### src/rtl/fap_pkg.sv
package fap_pkg;

   // penalty units charged when an index reaches or passes the first charged slot
   function automatic int unsigned units_past(input int unsigned idx,
                                              input int unsigned first_charged);
      if (idx >= first_charged)
         return idx - first_charged + 1;
      return 0;
   endfunction

   function automatic int unsigned max_u(input int unsigned a, input int unsigned b);
      return (a > b) ? a : b;
   endfunction

endpackage

### src/rtl/fap_rules.sv
module fap_rules
   import fap_pkg::*;
#(
   parameter int unsigned ADDR_W      = 16,
   parameter int unsigned IDX_W       = 3,
   parameter int unsigned WIDE_FREE   = 3,
   parameter int unsigned TGT_FREE    = 5,
   parameter int unsigned COND_FREE   = 4,
   parameter int unsigned CNT_W       = 3
)(
   input  logic [ADDR_W-1:0] addr,
   input  logic [ADDR_W-1:0] target,
   input  logic              two_dword,
   input  logic              branch,
   input  logic              cond,
   input  logic              taken,
   input  logic              backward,
   output logic [CNT_W-1:0]  units
);

   logic [IDX_W-1:0] own_idx;
   logic [IDX_W-1:0] tgt_idx;
   int unsigned      wide_u;
   int unsigned      tgt_u;
   int unsigned      fall_u;

   assign own_idx = addr[IDX_W-1:0];
   assign tgt_idx = target[IDX_W-1:0];

   always_comb begin
      wide_u = 0;
      tgt_u  = 0;
      fall_u = 0;
      if (two_dword && (int'(own_idx) >= WIDE_FREE))
         wide_u = 1;
      if (branch && taken && !backward)
         tgt_u = units_past(int'(tgt_idx), TGT_FREE);
      if (branch && cond && !taken)
         fall_u = units_past(int'(own_idx), COND_FREE);
      units = CNT_W'(wide_u + tgt_u + fall_u);
   end

endmodule

### src/rtl/fap_total.sv
module fap_total #(
   parameter int unsigned PEN_W    = 5,
   parameter int unsigned TOTAL_W  = 16,
   parameter bit          SATURATE = 1'b1
)(
   input  logic               clk,
   input  logic               rst_n,
   input  logic               clear,
   input  logic               add_en,
   input  logic [PEN_W-1:0]   add_val,
   output logic [TOTAL_W-1:0] total
);

   localparam int unsigned SUM_W = TOTAL_W + 1;
   localparam logic [TOTAL_W-1:0] TOP = {TOTAL_W{1'b1}};

   logic [TOTAL_W-1:0] inc;
   logic [TOTAL_W-1:0] next_total;
   logic [SUM_W-1:0]   sum;

   assign inc = add_en ? TOTAL_W'(add_val) : '0;
   assign sum = {1'b0, total} + {1'b0, inc};

   generate
      if (SATURATE) begin : g_sat
         always_comb begin
            if (clear)
               next_total = inc;
            else if (sum[TOTAL_W])
               next_total = TOP;
            else
               next_total = sum[TOTAL_W-1:0];
         end

         assert_no_decrease_R10 : assert property (@(posedge clk) disable iff (!rst_n)
            !clear |=> (total >= $past(total)));
      end else begin : g_wrap
         always_comb begin
            if (clear)
               next_total = inc;
            else
               next_total = sum[TOTAL_W-1:0];
         end
      end
   endgenerate

   always_ff @(posedge clk or negedge rst_n) begin
      if (!rst_n)
         total <= '0;
      else
         total <= next_total;
   end

   assert_zero_keeps_total_R9 : assert property (@(posedge clk) disable iff (!rst_n)
      (!clear && (!add_en || add_val == '0)) |=> $stable(total));

   assert_clear_idle_R11 : assert property (@(posedge clk) disable iff (!rst_n)
      (clear && !add_en) |=> (total == '0));

endmodule

### src/rtl/fap_slot.sv
module fap_slot #(
   parameter int unsigned W = 5
)(
   input  logic         clk,
   input  logic         rst_n,
   input  logic         load,
   input  logic [W-1:0] load_val,
   input  logic         drain,
   output logic         full,
   output logic [W-1:0] val
);

   always_ff @(posedge clk or negedge rst_n) begin
      if (!rst_n) begin
         full <= 1'b0;
         val  <= '0;
      end else if (load) begin
         full <= 1'b1;
         val  <= load_val;
      end else if (drain) begin
         full <= 1'b0;
      end
   end

   assert_hold_R8 : assert property (@(posedge clk) disable iff (!rst_n)
      (full && !drain) |=> (full && $stable(val)));

endmodule

### src/rtl/fetch_align_penalty.sv
module fetch_align_penalty
   import fap_pkg::*;
#(
   parameter int unsigned ADDR_W       = 16,
   parameter int unsigned BLOCK_DWORDS = 8,
   parameter int unsigned WIDE_FREE    = 3,
   parameter int unsigned TGT_FREE     = 5,
   parameter int unsigned COND_FREE    = 4,
   parameter int unsigned PENALTY_CYC  = 4,
   parameter int unsigned TOTAL_W      = 16,
   parameter bit          SATURATE     = 1'b1,
   localparam int unsigned IDX_W       = $clog2(BLOCK_DWORDS),
   localparam int unsigned MAX_UNITS   = 1 + max_u(BLOCK_DWORDS - TGT_FREE,
                                                   BLOCK_DWORDS - COND_FREE),
   localparam int unsigned CNT_W       = $clog2(MAX_UNITS + 1),
   localparam int unsigned PEN_W       = $clog2(MAX_UNITS * PENALTY_CYC + 1)
)(
   input  logic               clk,
   input  logic               rst_n,
   input  logic               clear,
   input  logic               in_valid,
   output logic               in_ready,
   input  logic [ADDR_W-1:0]  in_addr,
   input  logic [ADDR_W-1:0]  in_target,
   input  logic               in_two_dword,
   input  logic               in_branch,
   input  logic               in_cond,
   input  logic               in_taken,
   input  logic               in_backward,
   output logic               out_valid,
   input  logic               out_ready,
   output logic [PEN_W-1:0]   out_penalty,
   output logic [TOTAL_W-1:0] out_total
);

   generate
      if ((BLOCK_DWORDS < 2) || ((BLOCK_DWORDS & (BLOCK_DWORDS - 1)) != 0)) begin : g_bad_block
         $error("BLOCK_DWORDS must be a power of two, at least 2");
      end
      if ((WIDE_FREE > BLOCK_DWORDS) || (TGT_FREE > BLOCK_DWORDS) ||
          (COND_FREE > BLOCK_DWORDS) || (TGT_FREE == 0) || (COND_FREE == 0)) begin : g_bad_free
         $error("free windows must lie inside one fetch block and be non-empty");
      end
      if (ADDR_W < IDX_W) begin : g_bad_addr
         $error("ADDR_W too narrow for the block index");
      end
      if (TOTAL_W < PEN_W) begin : g_bad_total
         $error("TOTAL_W must hold at least one result");
      end
   endgenerate

   logic [CNT_W-1:0] units;
   logic [PEN_W-1:0] pen_cycles;
   logic             accept;

   fap_rules #(
      .ADDR_W    (ADDR_W),
      .IDX_W     (IDX_W),
      .WIDE_FREE (WIDE_FREE),
      .TGT_FREE  (TGT_FREE),
      .COND_FREE (COND_FREE),
      .CNT_W     (CNT_W)
   ) i_rules (
      .addr      (in_addr),
      .target    (in_target),
      .two_dword (in_two_dword),
      .branch    (in_branch),
      .cond      (in_cond),
      .taken     (in_taken),
      .backward  (in_backward),
      .units     (units)
   );

   assign pen_cycles = PEN_W'(int'(units) * PENALTY_CYC);
   assign in_ready   = !out_valid || out_ready;
   assign accept     = in_valid && in_ready;

   fap_slot #(
      .W (PEN_W)
   ) i_slot (
      .clk      (clk),
      .rst_n    (rst_n),
      .load     (accept),
      .load_val (pen_cycles),
      .drain    (out_ready),
      .full     (out_valid),
      .val      (out_penalty)
   );

   fap_total #(
      .PEN_W    (PEN_W),
      .TOTAL_W  (TOTAL_W),
      .SATURATE (SATURATE)
   ) i_total (
      .clk     (clk),
      .rst_n   (rst_n),
      .clear   (clear),
      .add_en  (accept),
      .add_val (pen_cycles),
      .total   (out_total)
   );

   assert_plain_free_R2 : assert property (@(posedge clk) disable iff (!rst_n)
      (accept && !in_two_dword && !in_branch) |=> (out_valid && out_penalty == '0));

   assert_backward_free_R5 : assert property (@(posedge clk) disable iff (!rst_n)
      (accept && !in_two_dword && in_branch && in_taken && in_backward) |=> (out_penalty == '0));

   assert_wide_early_free_R3 : assert property (@(posedge clk) disable iff (!rst_n)
      (accept && in_two_dword && !in_branch && (int'(in_addr[IDX_W-1:0]) < WIDE_FREE))
      |=> (out_penalty == '0));

   assert_result_follows_accept_R8 : assert property (@(posedge clk) disable iff (!rst_n)
      accept |=> out_valid);

endmodule

### config.mk
export PLATFORM = sky130hd
export DESIGN_NAME = fetch_align_penalty
export DESIGN_NICKNAME = d
export VERILOG_FILES = /design/src/rtl/fap_pkg.sv /design/src/rtl/fap_rules.sv /design/src/rtl/fap_total.sv /design/src/rtl/fap_slot.sv /design/src/rtl/fetch_align_penalty.sv
export SDC_FILE = /design/constraint.sdc
export NUM_CORES = 1
export LEC_CHECK = 0
export CAP_MARGIN = 20
export CELL_PAD_IN_SITES_DETAIL_PLACEMENT = 1
export CELL_PAD_IN_SITES_GLOBAL_PLACEMENT = 1
export CORE_ASPECT_RATIO = 0.75
export CORE_MARGIN = 5
export CORE_UTILIZATION = 39
export DETAILED_ROUTE_END_ITERATION = 7
export DONT_BUFFER_PORTS = 1
export GPL_ROUTABILITY_DRIVEN = 0
export GPL_TIMING_DRIVEN = 0
export PLACE_DENSITY = 0.83
export SYNTH_ARGS = -nofsm -noshare
export SYNTH_HDL_FRONTEND = slang
export SYNTH_SLANG_ARGS = --single-unit
### constraint.sdc
create_clock -name clk -period 2.7 [get_ports clk]
set_input_delay 0.54 -clock clk [delete_from_list [all_inputs] [get_ports clk]]
set_output_delay 0.54 -clock clk [all_outputs]
set_load 0.1 [all_outputs]
==> summary.txt <==
Yosys
  • Mux share of post-synthesis cell area: 0%
  • XOR/XNOR share of the synthesized area: 4.40%
  • Syn Inst Count: ~130
  • Synth Area in Compound Gates: 15.9%
  • Yosys top cell by area: dfrtp_1
  • Seq/Total Area, Yosys: 39.8%
  • Async set-reset flop share out of synthesis: 100%
  • Mapped Area: between 1000 and 1500 sq um
  • Most frequent cell after synthesis: dfrtp_1
  • Post-synth cell types: 40
  • Largest family of logic cells by synthesized area: simple AND/OR/NAND/NOR gates
  • Synth top area share: 39.8%
  • Mean post-synth cell area: 9.48 sq um
  • Main synth FF type: dfrtp_1
  • Post-synth top cells: dfrtp_1 (19), a21oi_1 (15), nand2_1 (11)
  • Flop and latch count out of synthesis: 19
  • Post-Synth Adder-Cell Area: 10.3%
  • EDFF count, synth: 0
  • Synth area leaders: dfrtp_1 (40%), a21oi_1 (6.3%), ha_1 (5.2%)
  • YS warnings: 0
  • Simple-gate share of the synthesized area: 23.6%

Finish
  • Fillers: between 300 and 400
  • Design Area, Final: 1690 sq um
  • Fraction of layout cells with a size suffix above 1: around 42%
  • Area delta synth->final: 41.0%
  • Diode count: 0
  • Final std cells w/o fill: about 190
  • Net count, final: 202

Critical path
  • Type of element launching the critical path: input port
  • Largest fanout on the critical path: 4
  • Worst Reg-to-Reg Cells: 11
  • Crit path kind: input port to flip-flop
  • Crit. Startpoint: in_taken
  • Critical Path AT: about 3.5 ns
  • Setup crit end kind: flip-flop
  • Worst path required time: 2.89 ns
  • RR Startpoint: i_slot.full

Power and ir drop
  • Combinational share of power: between 10 and 15%
  • Lkg Pwr: ~0.70 nW
  • Flop pwr share: 54.2%
  • Total design power: 692 uW
  • Internal: 433 uW
  • Net Sw Frac: a little under two fifths
  • Psw: 259 uW
  • Power Density: 410 nW/um^2
  • Clock power share: between 30% and 40%
  • Max VDD drop: about 180 uV

Hold path
  • Hold depth: 1
  • Worst Hold Class: input port to flip-flop
  • Hold Startpoint: clear

Detailed routing
  • Drt wl/cell: 22.7 um
  • Met3 Routed Length: 294 um
  • DR vias: approximately 1,100
  • DR DRC count: 0
  • Iteration-0 DRC Markers: 35
  • DR pass1 iterations: 4
  • Vias per inst: 5.96
  • Met1 wire length: 1750 um
  • DR top layer: met4
  • WL met2: between 2000 and 2500 um
  • Final wirelength: roughly 4300 um
  • Post-DRT Antenna Nets: 0

Global routing
  • Gr ovfl total: 0
  • Largest net degree at the start of global routing: 20
  • Global Route Usage Sum: between 15 and 20%
  • Initial antenna violation count: 0
  • Vias in the first global route: about 1,200
  • Global-route wire length before repair: between 5000 and 6000 um

Timing
  • Final Cycle Share: 122%
  • Worst slew pin tran: roughly 1.1 ns
  • Slew HR: 27.5%
  • RSZ-0062 raised after global routing: true
  • Pins Over Slew Limit: 0
  • Skew final: 0.00103 ns
  • Setup WS post-layout: -0.601 ns
  • Setup-failing EPs final: 15
  • Final setup TNS: -7.70 ns
  • Final Hold Vio Count: 0
  • Fmax: 0.303 GHz
  • Min cycle time layout: roughly 3.3 ns

Die
  • Die height: 57.9 um
  • Core area: 2940 sq um
  • Die Footprint: 4280 sq um
  • # rows: 17
  • Initial core utilization: 40.7%
  • Ports: 65
  • Die X: 73.9 um

Outcome
  • Failing checks: negative setup slack
  • Status: finished, violations left

Clock network
  • Reg clk slew, reported paths: 0.08 ns
  • TritonCTS clock tree: done
  • CTS Buf Count: 3
  • Clock Path Buffers: 2
  • Root Buffer Master: clkbuf_8
  • Worst skew pair latency: 0.26 ns
  • Htree depth: 1
  • Clk sinks: 19

Flow run
  • Max_cap viols: 0

Place
  • Placed Cells incl. Taps: between 150 and 200
  • I/O Buffers: 0
  • Dpl cell area: 1310 sq um
  • Hpwl dp: 2380 um
path summary, 6_finish.rpt:
kind                                      to  slack (ns)
max                         i_total.total[7]       -0.60
min                         i_total.total[9]        0.33
max reg2reg                 i_total.total[7]       -0.50
min reg2reg                    i_slot.val[2]        1.00
max in group asynchronous        i_slot.full        1.23
min in group asynchronous  i_total.total[10]        0.85
cell families (layout without fill, tap and decap cells):
family                     Yosys count  in the layout
buffers and inverters               15             39
and+or+nand+nor                     48             48
other                                1              2
AOI/OAI and AO/OA                   29             29
adders and majority gates            8              8
DFF                                 19             19
xor gates and xnor gates             6              6
area by class of cell:
class | count | area, sq um | share of cell area, %
clock buffers | 3 | 41.3 | 2.45
repair buffers | 21 | 183 | 10.8
inverters | 10 | 40.0 | 2.38
flip-flops and latches | 19 | 477 | 28.3
well taps | 38 | 47.5 | 2.82
clock inverters | 1 | 5.00 | 0.297
multi-input cells | 93 | 866 | 51.4
plain buffers | 4 | 26.3 | 1.56
through the flow:
step	setup slack, ns	hold slack (ns)	util, %
global placement	-0.871	0.245	44.5
finish	-0.601	0.328	57.4
floorplan	-0.722	0.244	-
global route	-0.750	0.323	57.4
CTS	-0.601	0.330	50.7
detailed placement	-0.916	0.245	44.5
metal layers:
layer,global-route usage (%),vias to the layer above
met1,21.1,560
met2,27.4,57
met3,4.85,13
li1,-,496
met5,0,-
met4,7.75,0
timing repair:
item / CTS / global route
hold buffers: 1 / 0
pin swaps: 8 / 16
gates resized for setup: 10 / 29
buffers inserted: 12 / 8
hold endpoints to repair: 19 / 0
endpoints found under the setup margin: 15 / 15
cell usage in the layout, fill, tap and decap left out, drive strengths merged:
cell         instances
and3                 2
nand3                5
and4b                2
or3                  1
o21ai                4
a31oi                2
fa                   3
or4                  1
o2111a               1
clkinv               1
ha                   5
xnor2                4
a21o                 2
clkbuf               4
nor3                 7
buf                 23
nor2b                2
a21oi               15
nor2                 3
o21a                 1
conb                 2
dfrtp               19
nand2               11
and2                 3
and2b                1
o211ai               1
dlygate4sd3          1
nor3b                2
inv                 10
a2111oi              1
and4                 2
xor2                 2
a311oi               1
a211oi               1
nand4                2
nand2b               3
or2                  1
power groups by stage:
stage               Clock, mW  Sequential, mW  Combinational (mW)
floorplan                   0           0.376              0.0554
global placement            0           0.378              0.0609
detailed placement          0           0.379              0.0641
CTS                     0.208           0.374              0.0774
global route            0.226           0.376               0.107
finish                  0.217           0.375              0.0999
registers in the layout, indices dropped and copies added, names as in the netlist:
signal / count
i_total.total: 15
i_slot.full: 1
i_slot.val: 3
worst max-delay path: stages:
cell and delay, ns:
and4b_1 0.20, and2_4 0.14, fa_2 0.37, inv_2 0.06, fa_1 0.44, or2_4 0.26, fa_2 0.36, and2b_2 0.26
o21ai_4 0.07, or4_4 0.47, buf_4 0.18, a21oi_1 0.14
No activity file was read; power rests on OpenSTA's default activity.
